### config.mk
export PLATFORM = sky130hd
export DESIGN_NAME = posted_access_sched
export DESIGN_NICKNAME = d
export VERILOG_FILES = /design/src/rtl/pas_pkg.sv /design/src/rtl/pas_arbiter.sv /design/src/rtl/pas_postbuf.sv /design/src/rtl/pas_access.sv /design/src/rtl/posted_access_sched.sv
export SDC_FILE = /design/constraint.sdc
export NUM_CORES = 1
export LEC_CHECK = 0
export BUFFER_PORTS_ARGS = -buffer_cell sky130_fd_sc_hd__buf_4
export CORE_MARGIN = 2
export CORE_UTILIZATION = 30
export CTS_BUF_LIST = sky130_fd_sc_hd__clkbuf_2 sky130_fd_sc_hd__clkbuf_4 sky130_fd_sc_hd__clkbuf_8
export DETAILED_ROUTE_END_ITERATION = 8
export PLACE_DENSITY_LB_ADDON = 0.1
export SLEW_MARGIN = 10
export SYNTH_ARGS = -nofsm -noshare
export SYNTH_HDL_FRONTEND = slang
export SYNTH_HIERARCHICAL = 1
export SYNTH_SLANG_ARGS = --single-unit
### constraint.sdc
create_clock -name clk -period 1.6 [get_ports clk]
set_input_delay 0.32 -clock clk [delete_from_list [all_inputs] [get_ports clk]]
set_output_delay 0.32 -clock clk [all_outputs]
set_load 0.1 [all_outputs]
### src/rtl/pas_pkg.sv
package pas_pkg;

  typedef enum logic [1:0] {
    OWN_NONE,
    OWN_HOST,
    OWN_SER
  } own_e;

  typedef enum logic [2:0] {
    ST_IDLE,
    ST_REQ,
    ST_SETUP,
    ST_STRB,
    ST_END
  } seq_e;

endpackage

### src/rtl/pas_arbiter.sv
// Two-party owner register: whoever owns the bus keeps it until it drops its request.
module pas_arbiter
  import pas_pkg::*;
(
  input  logic clk,
  input  logic rst_n,
  input  logic host_req,
  input  logic ser_req,
  output logic host_gnt,
  output logic ser_gnt
);

  own_e own_q, own_d;

  always_comb begin
    own_d = own_q;
    unique case (own_q)
      OWN_NONE: begin
        // the other host wins a tie
        if (host_req)     own_d = OWN_HOST;
        else if (ser_req) own_d = OWN_SER;
      end
      OWN_HOST: if (!host_req) own_d = OWN_NONE;
      OWN_SER:  if (!ser_req)  own_d = OWN_NONE;
      default:  own_d = OWN_NONE;
    endcase
  end

  always_ff @(posedge clk or negedge rst_n) begin
    if (!rst_n) own_q <= OWN_NONE;
    else        own_q <= own_d;
  end

  assign host_gnt = (own_q == OWN_HOST);
  assign ser_gnt  = (own_q == OWN_SER);

endmodule

### src/rtl/pas_postbuf.sv
// Single-entry buffer for a write posted at Stop.
module pas_postbuf #(
  parameter int CS_W   = 2,
  parameter int ADDR_W = 27,
  parameter int DATA_W = 8
) (
  input  logic              clk,
  input  logic              rst_n,
  input  logic              push,
  input  logic [CS_W-1:0]   push_cs,
  input  logic              push_ext,
  input  logic [ADDR_W-1:0] push_addr,
  input  logic [DATA_W-1:0] push_data,
  input  logic              pop,
  output logic              full,
  output logic [CS_W-1:0]   q_cs,
  output logic              q_ext,
  output logic [ADDR_W-1:0] q_addr,
  output logic [DATA_W-1:0] q_data
);

  logic full_q, full_d;
  logic load;

  assign load   = push & ~full_q;
  assign full_d = load | (full_q & ~pop);

  always_ff @(posedge clk or negedge rst_n) begin
    if (!rst_n) full_q <= 1'b0;
    else        full_q <= full_d;
  end

  always_ff @(posedge clk) begin
    if (load) begin
      q_cs   <= push_cs;
      q_ext  <= push_ext;
      q_addr <= push_addr;
      q_data <= push_data;
    end
  end

  assign full = full_q;

endmodule

### src/rtl/pas_access.sv
// Access sequencer: picks the posted write or the pending read, requests the bus,
// inserts the external setup cycle and times the strobe.
module pas_access
  import pas_pkg::*;
#(
  parameter int CS_W   = 2,
  parameter int ADDR_W = 27,
  parameter int DATA_W = 8,
  parameter int WAIT_W = 4
) (
  input  logic              clk,
  input  logic              rst_n,
  input  logic [WAIT_W-1:0] cfg_wait_int,
  input  logic [WAIT_W-1:0] cfg_wait_ext,
  input  logic              cfg_rdy_en,
  input  logic              wq_full,
  input  logic [CS_W-1:0]   wq_cs,
  input  logic              wq_ext,
  input  logic [ADDR_W-1:0] wq_addr,
  input  logic [DATA_W-1:0] wq_data,
  output logic              wq_pop,
  input  logic              rd_req,
  input  logic [CS_W-1:0]   rd_cs,
  input  logic              rd_ext,
  input  logic [ADDR_W-1:0] rd_addr,
  output logic              rd_done,
  output logic [DATA_W-1:0] rd_data,
  output logic              ser_req,
  input  logic              ser_gnt,
  output logic              ib_stb,
  output logic              ib_we,
  output logic              ib_ext,
  output logic [CS_W-1:0]   ib_cs,
  output logic [ADDR_W-1:0] ib_addr,
  output logic [DATA_W-1:0] ib_wdata,
  input  logic [DATA_W-1:0] ib_rdata,
  input  logic              ib_ready
);

  localparam logic [WAIT_W-1:0] CNT_ONE  = WAIT_W'(1);
  localparam logic [WAIT_W-1:0] CNT_ZERO = '0;

  seq_e              st_q, st_d;
  logic              op_we_q, op_we_d;
  logic [WAIT_W-1:0] cnt_q, cnt_d;
  logic              rp_q, rp_d, rd_load;
  logic [CS_W-1:0]   rp_cs_q;
  logic              rp_ext_q;
  logic [ADDR_W-1:0] rp_addr_q;
  logic [DATA_W-1:0] rdat_q;
  logic              rdat_load;
  logic              sel_ext;
  logic [WAIT_W-1:0] sel_waits;
  logic              rdy_stall;
  logic              read_end;

  // pending read capture
  assign rd_load  = rd_req & ~rp_q;
  assign read_end = (st_q == ST_END) & ~op_we_q;
  assign rp_d     = rd_load | (rp_q & ~read_end);

  always_ff @(posedge clk) begin
    if (rd_load) begin
      rp_cs_q   <= rd_cs;
      rp_ext_q  <= rd_ext;
      rp_addr_q <= rd_addr;
    end
  end

  // operand selection follows the operation latched at IDLE
  assign sel_ext   = op_we_q ? wq_ext : rp_ext_q;
  assign sel_waits = sel_ext ? cfg_wait_ext : cfg_wait_int;
  assign rdy_stall = cfg_rdy_en & sel_ext & ~ib_ready;

  always_comb begin
    st_d      = st_q;
    op_we_d   = op_we_q;
    cnt_d     = cnt_q;
    rdat_load = 1'b0;
    unique case (st_q)
      ST_IDLE: begin
        if (wq_full) begin
          op_we_d = 1'b1;
          st_d    = ST_REQ;
        end else if (rp_q) begin
          op_we_d = 1'b0;
          st_d    = ST_REQ;
        end
      end
      ST_REQ: begin
        if (ser_gnt) begin
          cnt_d = sel_waits;
          st_d  = sel_ext ? ST_SETUP : ST_STRB;
        end
      end
      ST_SETUP: st_d = ST_STRB;
      ST_STRB: begin
        if (cnt_q != CNT_ZERO) begin
          cnt_d = cnt_q - CNT_ONE;
        end else if (!rdy_stall) begin
          st_d      = ST_END;
          rdat_load = ~op_we_q;
        end
      end
      ST_END:  st_d = ST_IDLE;
      default: st_d = ST_IDLE;
    endcase
  end

  always_ff @(posedge clk or negedge rst_n) begin
    if (!rst_n) begin
      st_q    <= ST_IDLE;
      op_we_q <= 1'b0;
      cnt_q   <= '0;
      rp_q    <= 1'b0;
    end else begin
      st_q    <= st_d;
      op_we_q <= op_we_d;
      cnt_q   <= cnt_d;
      rp_q    <= rp_d;
    end
  end

  always_ff @(posedge clk) begin
    if (rdat_load) rdat_q <= ib_rdata;
  end

  assign ser_req  = (st_q == ST_REQ) | (st_q == ST_SETUP) | (st_q == ST_STRB);
  assign ib_stb   = (st_q == ST_STRB);
  assign wq_pop   = (st_q == ST_END) & op_we_q;
  assign rd_done  = read_end;
  assign rd_data  = rdat_q;
  assign ib_we    = op_we_q;
  assign ib_ext   = sel_ext;
  assign ib_cs    = op_we_q ? wq_cs   : rp_cs_q;
  assign ib_addr  = op_we_q ? wq_addr : rp_addr_q;
  assign ib_wdata = wq_data;

endmodule

### src/rtl/posted_access_sched.sv
module posted_access_sched #(
  parameter int CS_W   = 2,
  parameter int ADDR_W = 27,
  parameter int DATA_W = 8,
  parameter int WAIT_W = 4
) (
  input  logic              clk,
  input  logic              rst_n,
  input  logic [WAIT_W-1:0] cfg_wait_int,
  input  logic [WAIT_W-1:0] cfg_wait_ext,
  input  logic              cfg_rdy_en,
  input  logic              wr_post,
  input  logic [CS_W-1:0]   wr_cs,
  input  logic              wr_ext,
  input  logic [ADDR_W-1:0] wr_addr,
  input  logic [DATA_W-1:0] wr_data,
  input  logic              wr_ack_wait,
  output logic              wr_hold,
  input  logic              rd_req,
  input  logic [CS_W-1:0]   rd_cs,
  input  logic              rd_ext,
  input  logic [ADDR_W-1:0] rd_addr,
  output logic              rd_done,
  output logic [DATA_W-1:0] rd_data,
  input  logic              oth_req,
  output logic              oth_gnt,
  output logic              ib_stb,
  output logic              ib_we,
  output logic              ib_ext,
  output logic [CS_W-1:0]   ib_cs,
  output logic [ADDR_W-1:0] ib_addr,
  output logic [DATA_W-1:0] ib_wdata,
  input  logic [DATA_W-1:0] ib_rdata,
  input  logic              ib_ready
);

  // asynchronous assert, synchronous release
  logic rst_meta_q, rst_sync_n;

  always_ff @(posedge clk or negedge rst_n) begin
    if (!rst_n) begin
      rst_meta_q <= 1'b0;
      rst_sync_n <= 1'b0;
    end else begin
      rst_meta_q <= 1'b1;
      rst_sync_n <= rst_meta_q;
    end
  end

  logic              wq_full, wq_pop, wq_ext;
  logic [CS_W-1:0]   wq_cs;
  logic [ADDR_W-1:0] wq_addr;
  logic [DATA_W-1:0] wq_data;
  logic              ser_req, ser_gnt;

  pas_postbuf #(
    .CS_W  (CS_W),
    .ADDR_W(ADDR_W),
    .DATA_W(DATA_W)
  ) i_postbuf (
    .clk      (clk),
    .rst_n    (rst_sync_n),
    .push     (wr_post),
    .push_cs  (wr_cs),
    .push_ext (wr_ext),
    .push_addr(wr_addr),
    .push_data(wr_data),
    .pop      (wq_pop),
    .full     (wq_full),
    .q_cs     (wq_cs),
    .q_ext    (wq_ext),
    .q_addr   (wq_addr),
    .q_data   (wq_data)
  );

  pas_arbiter i_arbiter (
    .clk     (clk),
    .rst_n   (rst_sync_n),
    .host_req(oth_req),
    .ser_req (ser_req),
    .host_gnt(oth_gnt),
    .ser_gnt (ser_gnt)
  );

  pas_access #(
    .CS_W  (CS_W),
    .ADDR_W(ADDR_W),
    .DATA_W(DATA_W),
    .WAIT_W(WAIT_W)
  ) i_access (
    .clk         (clk),
    .rst_n       (rst_sync_n),
    .cfg_wait_int(cfg_wait_int),
    .cfg_wait_ext(cfg_wait_ext),
    .cfg_rdy_en  (cfg_rdy_en),
    .wq_full     (wq_full),
    .wq_cs       (wq_cs),
    .wq_ext      (wq_ext),
    .wq_addr     (wq_addr),
    .wq_data     (wq_data),
    .wq_pop      (wq_pop),
    .rd_req      (rd_req),
    .rd_cs       (rd_cs),
    .rd_ext      (rd_ext),
    .rd_addr     (rd_addr),
    .rd_done     (rd_done),
    .rd_data     (rd_data),
    .ser_req     (ser_req),
    .ser_gnt     (ser_gnt),
    .ib_stb      (ib_stb),
    .ib_we       (ib_we),
    .ib_ext      (ib_ext),
    .ib_cs       (ib_cs),
    .ib_addr     (ib_addr),
    .ib_wdata    (ib_wdata),
    .ib_rdata    (ib_rdata),
    .ib_ready    (ib_ready)
  );

  // the framer stretches its first ACK while the buffer is still occupied
  assign wr_hold = wr_ack_wait & wq_full;

endmodule

==> out/results.env, run 1 <==
VDD_DROP_MAX_mV=1.23
PORT_BUFFERS=142
SETUP_VIOL_COUNT_FINAL=44
FINAL_LAYOUT_SIZE_SUFFIX_GT1_SHARE_PCT=63.6
CRIT_CHAIN='buf_12 -> mux2_4 -> buf_12'
CLOCK_POWER_SHARE_PCT=16.0
WORSTSETUPSTARTPOINT='i_access/ib_we'
CTS_TREE='yes'
TIMING.SETUP.CRITICAL_PATH_CLASS='register to primary output'
SYNTH_SIMPLE_GATE_AREA_SHARE_PCT=5.79
FILL_CELLS=997
DR_TOTAL_VIAS=2255
MULTI_INPUT_COMB_AREA_UM2=906
VIAS_PER_CELL=4.34
FLOORPLAN.INITIALDENSITY_PCT=30.5
POWER.DENSITY_nW_PER_UM2=1610
TOP_COUNT_CELL_POST_SYNTH='sky130_fd_sc_hd__edfxtp_1'
OUTCOME='complete, but fails checks'
FINALHOLDWORSTSLACK_NS=0.139
TIMING.HOLD.WORST.CLASS='input pin to register'
CLOCK_TRANSITION_AT_THE_REGISTER_CLOCK_PINS_ON_THE_WORST_SETUP_AND_HOLD_PATHS_AFTER_CTS_NS=0.09
YS.FLOP_TYPE='sky130_fd_sc_hd__edfxtp_1'
DATA_ARRIVAL_TIME_AT_THE_WORST_SLACK_ENDPOINT_NS=1.60
SEQ_AREA_FRAC_SYNTH_PCT=76.1
SYNTH_TOP_FAMILY_BY_AREA='multiplexers'
POWER.COMBINATIONAL.FRACTION_PCT=53.7
MAX_SLEW.WORST_PIN.SLEW_NS=0.543
DRT_PASS1_ITERATIONS=4
SYNTH_CELL_TYPE_COUNT=36
FINAL_MAX_SLEW_VIOL_COUNT=0
INSERTEDDIODECOUNT=0
DR.FIRST_ITER.DRC_COUNT=74
SYNTHDOMINANTAREACELLTYPE='sky130_fd_sc_hd__edfxtp_1'
POST_SYNTH_INSTANCE_AREA_UM2=3460
POST_SYNTH.CELL_AREA_AVG_UM2=17.5
ROWS=39
DIE_AREA_UM2=12400
WORST_PATH_MAX_FANOUT=14
PLACE.GP.CONGESTION=0.748
DRT-MET1-WL_UM=3490
H-TREE-DEPTH=3
SYNTH-EDFF-COUNT=76
SYNTH-ASYNC-RESET-RATIO_PCT=15.6
CLK_ROOT_BUFFER_CELL='sky130_fd_sc_hd__clkbuf_8'
SYNTHESIS.INSTANCES=197
YOSYSWARNINGCOUNT=6
SYNTH_COMPOUND_GATE_AREA_SHARE_PCT=3.58
ROUTE.MET2.WL_UM=4240
SHARE_SEQ_OF_TOTAL_POWER_PCT=30.4
DRTANTENNAVIOLNETS=0
CRITICAL_PATH.N_BUFFERS_INVERTERS=2
SHARE_OF_YOSYS_CELL_AREA_CLAIMED_BY_THE_TOP_AREA_CELL_TYPE_PCT=66.0
WORST_HOLD_STARTPOINT='wr_data[6]'
REG2REG_FROM='i_access/ib_we'
SYNTHTOPCELLSBYAREA='sky130_fd_sc_hd__edfxtp_1 66%, sky130_fd_sc_hd__dfrtp_1 10%, sky130_fd_sc_hd__mux2_2 9.4%'
MUXSHAREOFSYNTHAREA_PCT=10.7
CHIPWIDTH_UM=111
VIOLATED_CHECKS='negative setup slack'
SETUP-TNS-FINAL_NS=-11.22
TIMING_HOLD_VIOLATIONS_FINAL=0
MAX-CAP-VIOLATIONS=0
FINAL_PERIOD_MINUS_WORST_SETUP_SLACK_NS=1.92
GRT_PASS1_WL_UM=12800
FF_LATCH_AREA_UM2=2640
IOS=143
FRACTION_OF_SYNTHESIZED_CELL_AREA_IN_XOR_AND_XNOR_CELLS_PCT=0
CORE_UM2=11300
CLKLATENCYLATEPIN_NS=0.35
MAX-CLOCK-PATH-BUFFERS=2
SLEW_HEADROOM_PCT=63.8
TOTAL_HALF_PERIMETER_WIRELENGTH_AFTER_LEGALIZATION_AND_DETAILED_PLACEMENT_UM=5680
SETUP.WORST_PATH.START_CLASS='register'
CLOCK_SINKS=90
ROUTE.DETAILED.WL_PER_INST_UM=16.1
SWITCHING_POWER_TOTAL_mW=3.73
LARGEST_NET_DEGREE_AT_THE_START_OF_GLOBAL_ROUTING=39
MAX_STAGE_DELAY_NS=0.57
SYNTH_NETS=290
CLOCK_BUFFERS_CREATED_BY_TRITONCTS=9
CRITICAL_PATH.MOST_COMMON_CELL='sky130_fd_sc_hd__buf_12'
GRT_PASS1_VIAS=2413
SETUP_SLACK_NS=-0.325
FINALCLOCKSKEW_NS=0.00884
INTERNAL_POWER_mW=5.57
SETUP.WORST_PATH.END_CLASS='primary output'
LAYOUT-AREA-OVERHEAD-VS-SYNTH_PCT=67.3
SYNTH-SEQ-CELLS=90
TOP_LAYER_IN_USE='met4'
FINAL_NET_COUNT=464
HEIGHT_OF_THE_DIE_UM=111
CPMAXSTAGEDELAYCELL='sky130_fd_sc_hd__dfrtp_4'
GRT_SETUP_UNREPAIRED='yes'
CP.REQUIRED_NS=1.28
DETAIL_ROUTE_MET3_WL_UM=512
GRTUSAGETOTAL_PCT=13.6
SYNTH_ADDER_AREA_SHARE_PCT=0.362
GRT_ANTENNA_BEFORE_REPAIR=0
WORST_SLACK_PLACED_NS=-0.182
P_LEAK_nW=2.41
DRC_ERRORS=0
TIMING.FMAX_MHz=520
CRITICAL-PATH-TOP-DELAY-FAMILY='flip-flops'
NETSWITCHINGFRACTION_PCT=40.1
YS_TOP_CELLS_BY_COUNT='76 x sky130_fd_sc_hd__edfxtp_1, 29 x sky130_fd_sc_hd__mux2_2, 14 x sky130_fd_sc_hd__dfrtp_1'
FINAL.PERIOD_UTILIZATION_PCT=120
POSTROUTEWIRELENGTH_UM=8370
OVERFLOW=0
[placed cells by master, fill, tap and decap left out, types with 5 or more instances in the layout]
cell                         n
sky130_fd_sc_hd__buf_4     130
sky130_fd_sc_hd__edfxtp_1   76
sky130_fd_sc_hd__buf_12     37
sky130_fd_sc_hd__mux2_4     29
sky130_fd_sc_hd__dfrtp_1    12
sky130_fd_sc_hd__clkbuf_8    9
sky130_fd_sc_hd__nor2_1      7
sky130_fd_sc_hd__nand2_1     7
sky130_fd_sc_hd__buf_6       6
sky130_fd_sc_hd__a21oi_1     5
[logic make-up (layout without fill, tap and decap cells)]
logic type	after synthesis	after routing
DFF	90	90
and+or+nand+nor	37	37
other	1	1
buffers and inverters	18	197
adders and majority gates	1	1
muxes	32	32
AOI/OAI and AO/OA	18	18
[flip-flops by register name, summed over array words and instances (netlist names), 2 cells and up]
signal / flops
i_access/rp_cs_q: 2
i_access/cnt_q: 4
i_postbuf/q_cs: 2
i_access/st_q: 3
i_access/rp_addr_q: 27
i_postbuf/q_addr: 27
i_postbuf/q_data: 8
i_access/rd_data: 8
i_arbiter/own_q: 2
[per-stage QoR]
| stage | util, % | cell area (µm²) | std cells | total power, mW |
|---|---|---|---|---|
| floorplan | - | 3660 | 197 | 5.88 |
| global placement | 43.7 | 4950 | 487 | 6.73 |
| detailed placement | 43.7 | 4950 | 487 | 6.75 |
| CTS | 49.6 | 5620 | 509 | 9.11 |
| global route | 51.1 | 5780 | 519 | 9.69 |
| finish | 51.1 | 5780 | 519 | 9.30 |
[power groups by stage]
| stage | clock (mW) | sequential [mW] | combinational [mW] |
|---|---|---|---|
| detailed placement | 0 | 2.84 | 3.91 |
| floorplan | 0 | 2.94 | 2.94 |
| finish | 1.49 | 2.82 | 4.99 |
| global placement | 0 | 2.84 | 3.89 |
| CTS | 1.55 | 2.83 | 4.74 |
| global route | 1.65 | 2.84 | 5.20 |
[area by class of cell]
class / instances / area share [%]
clock buffer: 9 / 2.14
timing repair buffer: 177 / 32.0
clock inverter: 7 / 1.04
multi-input combinational: 89 / 15.7
sequential: 90 / 45.6
inverter: 4 / 0.454
tap: 143 / 3.09
[path summary, 6_finish.rpt]
| path | end | slack (ns) | depth (start not counted) |
|---|---|---|---|
| worst max-delay path | ib_addr[2] | -0.32 | 3 |
| worst min-delay path | i_postbuf/q_data[6] | 0.14 | 1 |
| worst max register to register | i_access/rd_data[4] | -0.17 | 6 |
| worst min register to register | i_arbiter/own_q[1] | 0.22 | 0 |
| max in group asynchronous | i_access/ib_we | 0.97 | 0 |
| min in group asynchronous | i_arbiter/own_q[1] | 0.22 | 0 |
[routing by layer]
layer | track usage [%] | vias to the layer above
met3 | 4.41 | 8
met4 | 5.35 | 0
met5 | 0 | -
li1 | - | 1085
met1 | 16.8 | 1084
met2 | 22.2 | 78
[repair_timing]
| item | in CTS | in global routing |
|---|---|---|
| resized for setup | 102 | 22 |
| setup endpoints to repair | 47 | 48 |
| hold buffers | 1 | 0 |
| pin swaps | 4 | 11 |
| gates cloned | 1 | 0 |
| setup buffers | 4 | 10 |
| endpoints found under the hold margin | 2 | 0 |
(Power assumes the default switching activity.)
==> run 2, diff against run 1 <==
clock period = 2.4 ns   (was 1.6 ns; I/O delays follow)
==> run 2 against run 1 <==
Net effect:
- the run now ends clean
- worst setup slack better by 0.51 ns
- power down 44%
- final cell count down 5.8%
- design area down 15%
- global-route usage down 1.3 points
==> out/results.env, run 2 (synthesized netlist as in run 1, its figures left out) <==
PORT_BUFFERS=142  # unchanged
FILL_CELLS=1052  # +5.5%
VDD_DROP_MAX_mV=0.503  # -59%
SETUP.WORST_PATH.START_CLASS='register'
GRT_PASS1_WL_UM=11600  # -9.4%
H-TREE-DEPTH=3  # unchanged
FF_LATCH_AREA_UM2=2630  # -0.14%
CLOCK_BUFFERS_CREATED_BY_TRITONCTS=9  # unchanged
ROUTE.DETAILED.WL_PER_INST_UM=15.4  # -4.2%
MULTI_INPUT_COMB_AREA_UM2=732  # -19%
MAX-CLOCK-PATH-BUFFERS=2  # unchanged
CTS_TREE='yes'
FINAL_MAX_SLEW_VIOL_COUNT=0  # unchanged
HEIGHT_OF_THE_DIE_UM=111  # unchanged
LARGESTREGISTERS='i_access/rp_addr_q: 27 flops, i_postbuf/q_addr: 27 flops'
GRTUSAGETOTAL_PCT=12.3  # -1.3 points
FINAL_NET_COUNT=434  # -6.5%
MOSTFREQUENTLAYOUTCELL='sky130_fd_sc_hd__buf_4'
GRT_SETUP_UNREPAIRED='no'
OUTCOME='completed'
DRC_ERRORS=0  # unchanged
DRT_PASS1_ITERATIONS=4  # unchanged
FINAL_LAYOUT_SIZE_SUFFIX_GT1_SHARE_PCT=57.8  # -5.8 points
FINALCLOCKSKEW_NS=0.00373  # -0.00511 ns
TIMING_HOLD_VIOLATIONS_FINAL=0  # unchanged
PLACE.GP.CONGESTION=0.751  # +0.49%
ROWS=39  # unchanged
TIMING.FMAX_MHz=451
CHIPWIDTH_UM=111  # unchanged
FLOORPLAN.INITIALDENSITY_PCT=30.5  # unchanged
SETUP_SLACK_NS=0.182  # +0.506 ns
POWER.DENSITY_nW_PER_UM2=1050  # -34%
SETUP.WORST_PATH.END_CLASS='primary output'
DIE_AREA_UM2=12400  # unchanged
DATA_ARRIVAL_TIME_AT_THE_WORST_SLACK_ENDPOINT_NS=1.74  # +0.14 ns
CLKLATENCYLATEPIN_NS=0.34  # about the same
SETUP-TNS-FINAL_NS=0  # +11.22 ns
DRTANTENNAVIOLNETS=0  # unchanged
OVERFLOW=0  # unchanged
CLOCK_TRANSITION_AT_THE_REGISTER_CLOCK_PINS_ON_THE_WORST_SETUP_AND_HOLD_PATHS_AFTER_CTS_NS=0.08  # about the same
CLOCK_SINKS=90  # unchanged
FINAL.PERIOD_UTILIZATION_PCT=92.4
TOTAL_HALF_PERIMETER_WIRELENGTH_AFTER_LEGALIZATION_AND_DETAILED_PLACEMENT_UM=5410  # -4.8%
FINAL_PERIOD_MINUS_WORST_SETUP_SLACK_NS=2.22
MET1_USAGE_GRT_PCT=14.1  # -2.7 points
GRT_ANTENNA_BEFORE_REPAIR=0  # unchanged
TIMING.SETUP.CRITICAL_PATH_CLASS='register to primary output'
GRT_PASS1_VIAS=2318  # -3.9%
VIAS_PER_CELL=4.40  # +1.2%
TIMING.HOLD.WORST.CLASS='register to asynchronous set/reset pin'
CP.REQUIRED_NS=1.92  # +0.64 ns
MOSTFREQUENTLAYOUTCELLS='143 x sky130_fd_sc_hd__buf_4, 76 x sky130_fd_sc_hd__edfxtp_1, 29 x sky130_fd_sc_hd__mux2_2'
MAX-CAP-VIOLATIONS=0  # unchanged
CLK_ROOT_BUFFER_CELL='sky130_fd_sc_hd__clkbuf_8'
WORSTSETUPSTARTPOINT='i_access/ib_we'
CORE_UM2=11300  # unchanged
REG2REG_FROM='i_access/cnt_q[0]'
LAYOUT-AREA-OVERHEAD-VS-SYNTH_PCT=42.2
USE_MET2_PCT=20.1  # -2.0 points
IOS=143  # unchanged
LARGEST_NET_DEGREE_AT_THE_START_OF_GLOBAL_ROUTING=39  # unchanged
SETUP_VIOL_COUNT_FINAL=0  # -100%
CTS_POST_SETUP_BUFFERS_INSERTED=0  # -4
DR_TOTAL_VIAS=2151  # -4.6%
MET3_USAGE_PCT=5.01  # +0.60 points
INSERTEDDIODECOUNT=0  # unchanged
WORST_SLACK_PLACED_NS=0.465  # +0.647 ns
P_LEAK_nW=1.96  # -19%
GRT_MOST_USED_LAYER='met2'
POSTROUTEWIRELENGTH_UM=7550  # -9.8%
WORST_PATH_MAX_FANOUT=26  # +12
DR.FIRST_ITER.DRC_COUNT=64  # -14%
FINAL_CORE_UTILIZATION_PCT=43.4  # -7.7 points
==> run 2: per-layer routing <==
metal | vias to the layer above | wire length [µm]
met1 | 1027 | 3080
met5 | - | 0
met3 | 11 | 654
met2 | 93 | 3700
met4 | 0 | 112
li1 | 1020 | -
==> run 2: repair_timing <==
action,in CTS,in global routing
hold buffers,1,0
hold endpoints to repair,2,0
resized for setup,0,0
==> run 2: final timing paths <==
check	slack, ns	cells past startpoint	end
max	0.18	3	ib_addr[12]
min	0.20	0	i_access/st_q[1]
max reg2reg	0.48	6	i_access/rd_data[3]
min reg2reg	0.20	0	i_access/st_q[1]
max in group asynchronous	1.85	0	i_access/ib_we
min in group clk	0.31	1	i_postbuf/q_addr[8]
==> run 2: final cells by class <==
type | count | share of cell area, %
clock buffers | 14 | 3.54
well taps | 143 | 3.64
repair buffers | 147 | 23.3
clock inverters | 2 | 0.713
multi-input cells | 89 | 14.9
flip-flops and latches | 90 | 53.6
inverters | 4 | 0.356
==> run 2: stage by stage <==
stage	std cells	hold slack, ns	area (µm²)	power, mW
global route	489	0.258	4910	5.42
CTS	489	0.221	4910	5.25
finish	489	0.195	4910	5.18
global placement	472	0.220	4700	4.17
floorplan	197	0.147	3470	3.67
detailed placement	472	0.221	4700	4.18
==> run 2: where the power goes <==
part           switching [mW]  internal (mW)  total (mW)
Combinational            1.58          0.649        2.22
Clock                   0.483          0.573        1.06
Sequential              0.120           1.78        1.90
Total                    2.18           3.00        5.18
==> run 2: worst max-delay path, stage by stage (launching register included) <==
cell and delay (ns):
sky130_fd_sc_hd__dfrtp_2 0.55, sky130_fd_sc_hd__buf_12 0.24, sky130_fd_sc_hd__mux2_2 0.36, sky130_fd_sc_hd__buf_4 0.23
==> run 3, diff against run 2 <==
CTS_BUF_LIST = sky130_fd_sc_hd__clkbuf_8   (was sky130_fd_sc_hd__clkbuf_2 sky130_fd_sc_hd__clkbuf_4 sky130_fd_sc_hd__clkbuf_8)
==> run 3 against run 2 <==
Net effect:
- sequential power barely moved
- worst setup slack got worse by 0.0023 ns
- power fell by 0.76%
- clock skew rose by 0.00077 ns
- utilization fell by 0.099 points
- global-route usage did not move
- die area did not move
==> out/results.env, run 3 (synthesized netlist as in run 1, its figures left out) <==
MAX_STAGE_DELAY_NS=0.55  # about the same
DRC_ERRORS=0  # unchanged
ROUTE.DETAILED.WL_PER_INST_UM=15.5  # +0.53%
SWITCHING_POWER_TOTAL_mW=2.19  # +0.33%
CLOCK_SINKS=90  # unchanged
CPMAXSTAGEDELAYCELL='sky130_fd_sc_hd__dfrtp_2'
VIAS_PER_CELL=4.45  # +1.1%
PLACE.GP.CONGESTION=0.751  # unchanged
CLK_ROOT_BUFFER_CELL='sky130_fd_sc_hd__clkbuf_8'
GRTUSAGETOTAL_PCT=12.3  # unchanged
GRT_PASS1_VIAS=2318  # unchanged
CRITICAL-PATH-TOP-DELAY-FAMILY='flip-flops'
FINAL.PERIOD_UTILIZATION_PCT=92.5  # +0.095 points
TIMING.HOLD.WORST.CLASS='register to asynchronous set/reset pin'
SETUP.WORST_PATH.START_CLASS='register'
DRTANTENNAVIOLNETS=0  # unchanged
SETUP-TNS-FINAL_NS=0  # unchanged
POST-ROUTE-CELL-AREA_UM2=4900  # -0.23%
CP.REQUIRED_NS=1.92  # about the same
CORE_UM2=11300  # unchanged
WORST_PATH_MAX_FANOUT=26  # unchanged
CLOCK_TRANSITION_AT_THE_REGISTER_CLOCK_PINS_ON_THE_WORST_SETUP_AND_HOLD_PATHS_AFTER_CTS_NS=0.08  # about the same
FINAL_LAYOUT_SIZE_SUFFIX_GT1_SHARE_PCT=56.9  # -0.87 points
FLOORPLAN.INITIALDENSITY_PCT=30.5  # unchanged
MAX-CLOCK-PATH-BUFFERS=2  # unchanged
CTS_TREE='yes'
SETUP.WORST_PATH.END_CLASS='primary output'
HEIGHT_OF_THE_DIE_UM=111  # unchanged
OUTCOME='completed'
GRT_ANTENNA_BEFORE_REPAIR=0  # unchanged
PORT_BUFFERS=142  # unchanged
GRT_SETUP_UNREPAIRED='no'
GRT_PASS1_WL_UM=11600  # unchanged
POSTPLACECELLAREA_UM2=4700  # unchanged
DATA_ARRIVAL_TIME_AT_THE_WORST_SLACK_ENDPOINT_NS=1.74  # about the same
CLKLATENCYLATEPIN_NS=0.35  # about the same
TIMING_HOLD_VIOLATIONS_FINAL=0  # unchanged
POSTROUTEWIRELENGTH_UM=7590  # +0.53%
DR.FIRST_ITER.DRC_COUNT=63  # -1.6%
INTERNAL_POWER_mW=2.96  # -1.6%
CHIPWIDTH_UM=111  # unchanged
POWER.COMBINATIONAL.FRACTION_PCT=43.3  # +0.4 points
TIMING.FMAX_MHz=450  # -0.10%
CTS_POST_SETUP_BUFFERS_INSERTED=0  # unchanged
VDD_DROP_MAX_mV=0.503  # about the same
MOSTFREQUENTLAYOUTCELLS='143 x sky130_fd_sc_hd__buf_4, 76 x sky130_fd_sc_hd__edfxtp_1, 29 x sky130_fd_sc_hd__mux2_2'
IOS=143  # unchanged
FINALCLOCKSKEW_NS=0.00449  # +0.000768 ns
LAYOUT-AREA-OVERHEAD-VS-SYNTH_PCT=41.8
SETUP_VIOL_COUNT_FINAL=0  # unchanged
CRITICAL_PATH.N_BUFFERS_INVERTERS=2  # unchanged
CLOCK_POWER_SHARE_PCT=19.8  # -0.6 points
MOSTFREQUENTLAYOUTCELL='sky130_fd_sc_hd__buf_4'
LARGESTREGISTERS='i_access/rp_addr_q: 27 flops, i_postbuf/q_addr: 27 flops'
DR_TOTAL_VIAS=2174  # +1.1%
WORST-R2R-SETUP-SLACK_NS=0.48  # about the same
WORST_R2R_PATH_DEPTH=6  # unchanged
CRIT_CHAIN='buf_12 -> mux2_2 -> buf_4'
LARGEST_NET_DEGREE_AT_THE_START_OF_GLOBAL_ROUTING=39  # unchanged
FF_TO_FF_END='i_access/rd_data[3]'
DRT_PASS1_ITERATIONS=4  # unchanged
POWER.DENSITY_nW_PER_UM2=1050  # -0.53%
MAX-CAP-VIOLATIONS=0  # unchanged
INSERTEDDIODECOUNT=0  # unchanged
TIMING.SETUP.CRITICAL_PATH_CLASS='register to primary output'
FINAL_PERIOD_MINUS_WORST_SETUP_SLACK_NS=2.22  # +0.00229 ns
NETSWITCHINGFRACTION_PCT=42.5  # +0.46 points
OVERFLOW=0  # unchanged
FINAL_NET_COUNT=434  # unchanged
CLOCK_BUFFERS_CREATED_BY_TRITONCTS=9  # unchanged
DIE_AREA_UM2=12400  # unchanged
FINAL_MAX_SLEW_VIOL_COUNT=0  # unchanged
FILL_CELLS=1056  # +0.38%
SHARE_SEQ_OF_TOTAL_POWER_PCT=37.0  # +0.3 points
REG2REG_FROM='i_access/cnt_q[0]'
P_LEAK_nW=1.96  # +0.11%
FINALHOLDWORSTSLACK_NS=0.195  # -0.000339 ns
ROWS=39  # unchanged
TOTAL_HALF_PERIMETER_WIRELENGTH_AFTER_LEGALIZATION_AND_DETAILED_PLACEMENT_UM=5410  # unchanged
H-TREE-DEPTH=3  # unchanged
-- run 3: cell count changes in the layout (fill, tap and decap cells not counted), sizes merged --
cell / before / now
inv: 4 / 7
clkbuf: 14 / 11
-- run 3: cell type report --
class | instances | area, µm² | area share [%]
clock inverters | 5 | 46.3 | 0.944
multi-input cells | 89 | 732 | 14.9
flip-flops and latches | 90 | 2630 | 53.7
well taps | 143 | 179 | 3.65
clock buffers | 11 | 151 | 3.09
repair buffers | 147 | 1140 | 23.3
inverters | 4 | 17.5 | 0.357
-- run 3: per-layer routing --
metal  up-vias  track usage (%)  wire length [µm]
li1       1020                -                 -
met1      1048             14.1              3120
met2        94             20.1              3710
met3        12             5.01               651
met4         0             5.68               110
met5         -                0                 0
-- run 3: worst register-to-register path: stages (launching register included) --
cell and delay [ns]:
sky130_fd_sc_hd__dfrtp_1 0.40, sky130_fd_sc_hd__inv_1 0.10, sky130_fd_sc_hd__ha_1 0.17, sky130_fd_sc_hd__nor3b_1 0.39, sky130_fd_sc_hd__o21ai_0 0.21, sky130_fd_sc_hd__nor3_1 0.17, sky130_fd_sc_hd__buf_4 0.19
-- run 3: metrics by stage --
step / utilization [%] / setup WS (ns) / power (mW) / instances
finish: 43.3 / 0.179 / 5.14 / 489
global route: 43.3 / 0.0676 / 5.37 / 489
CTS: 43.3 / 0.126 / 5.21 / 489
detailed placement: 41.5 / 0.465 / 4.18 / 472
global placement: 41.5 / 0.486 / 4.17 / 472
floorplan: - / 0.0964 / 3.67 / 197
-- run 3: power by group through the flow --
stage	clock [mW]	combinational, mW	sequential [mW]
final	1.02	2.23	1.90
after global routing	1.12	2.33	1.92
after CTS	1.06	2.25	1.90
after detailed placement	0	2.24	1.94
after global placement	0	2.23	1.94
after floorplan	0	1.71	1.95
-- run 3: worst max-delay path by stage --
stage | start | endpoint | slack, ns | depth (start not counted)
6_report | i_access/ib_we | ib_addr[12] | 0.18 | 3
5_1_grt | i_access/ib_we | ib_addr[22] | 0.07 | 3
4_1_cts | i_access/ib_we | ib_addr[12] | 0.13 | 3
3_5_place_dp | i_access/cnt_q[0] | i_access/rd_data[3] | 0.46 | 6
3_3_place_gp | i_access/cnt_q[0] | i_access/rd_data[7] | 0.49 | 6
2_1_floorplan | i_access/ib_we | i_access/rd_data[0] | 0.1 | 4
-- run 3: repair_timing --
action                    in CTS  in global routing
hold buffers                   1                  0
resized for setup              0                  0
hold endpoints to repair       2                  0
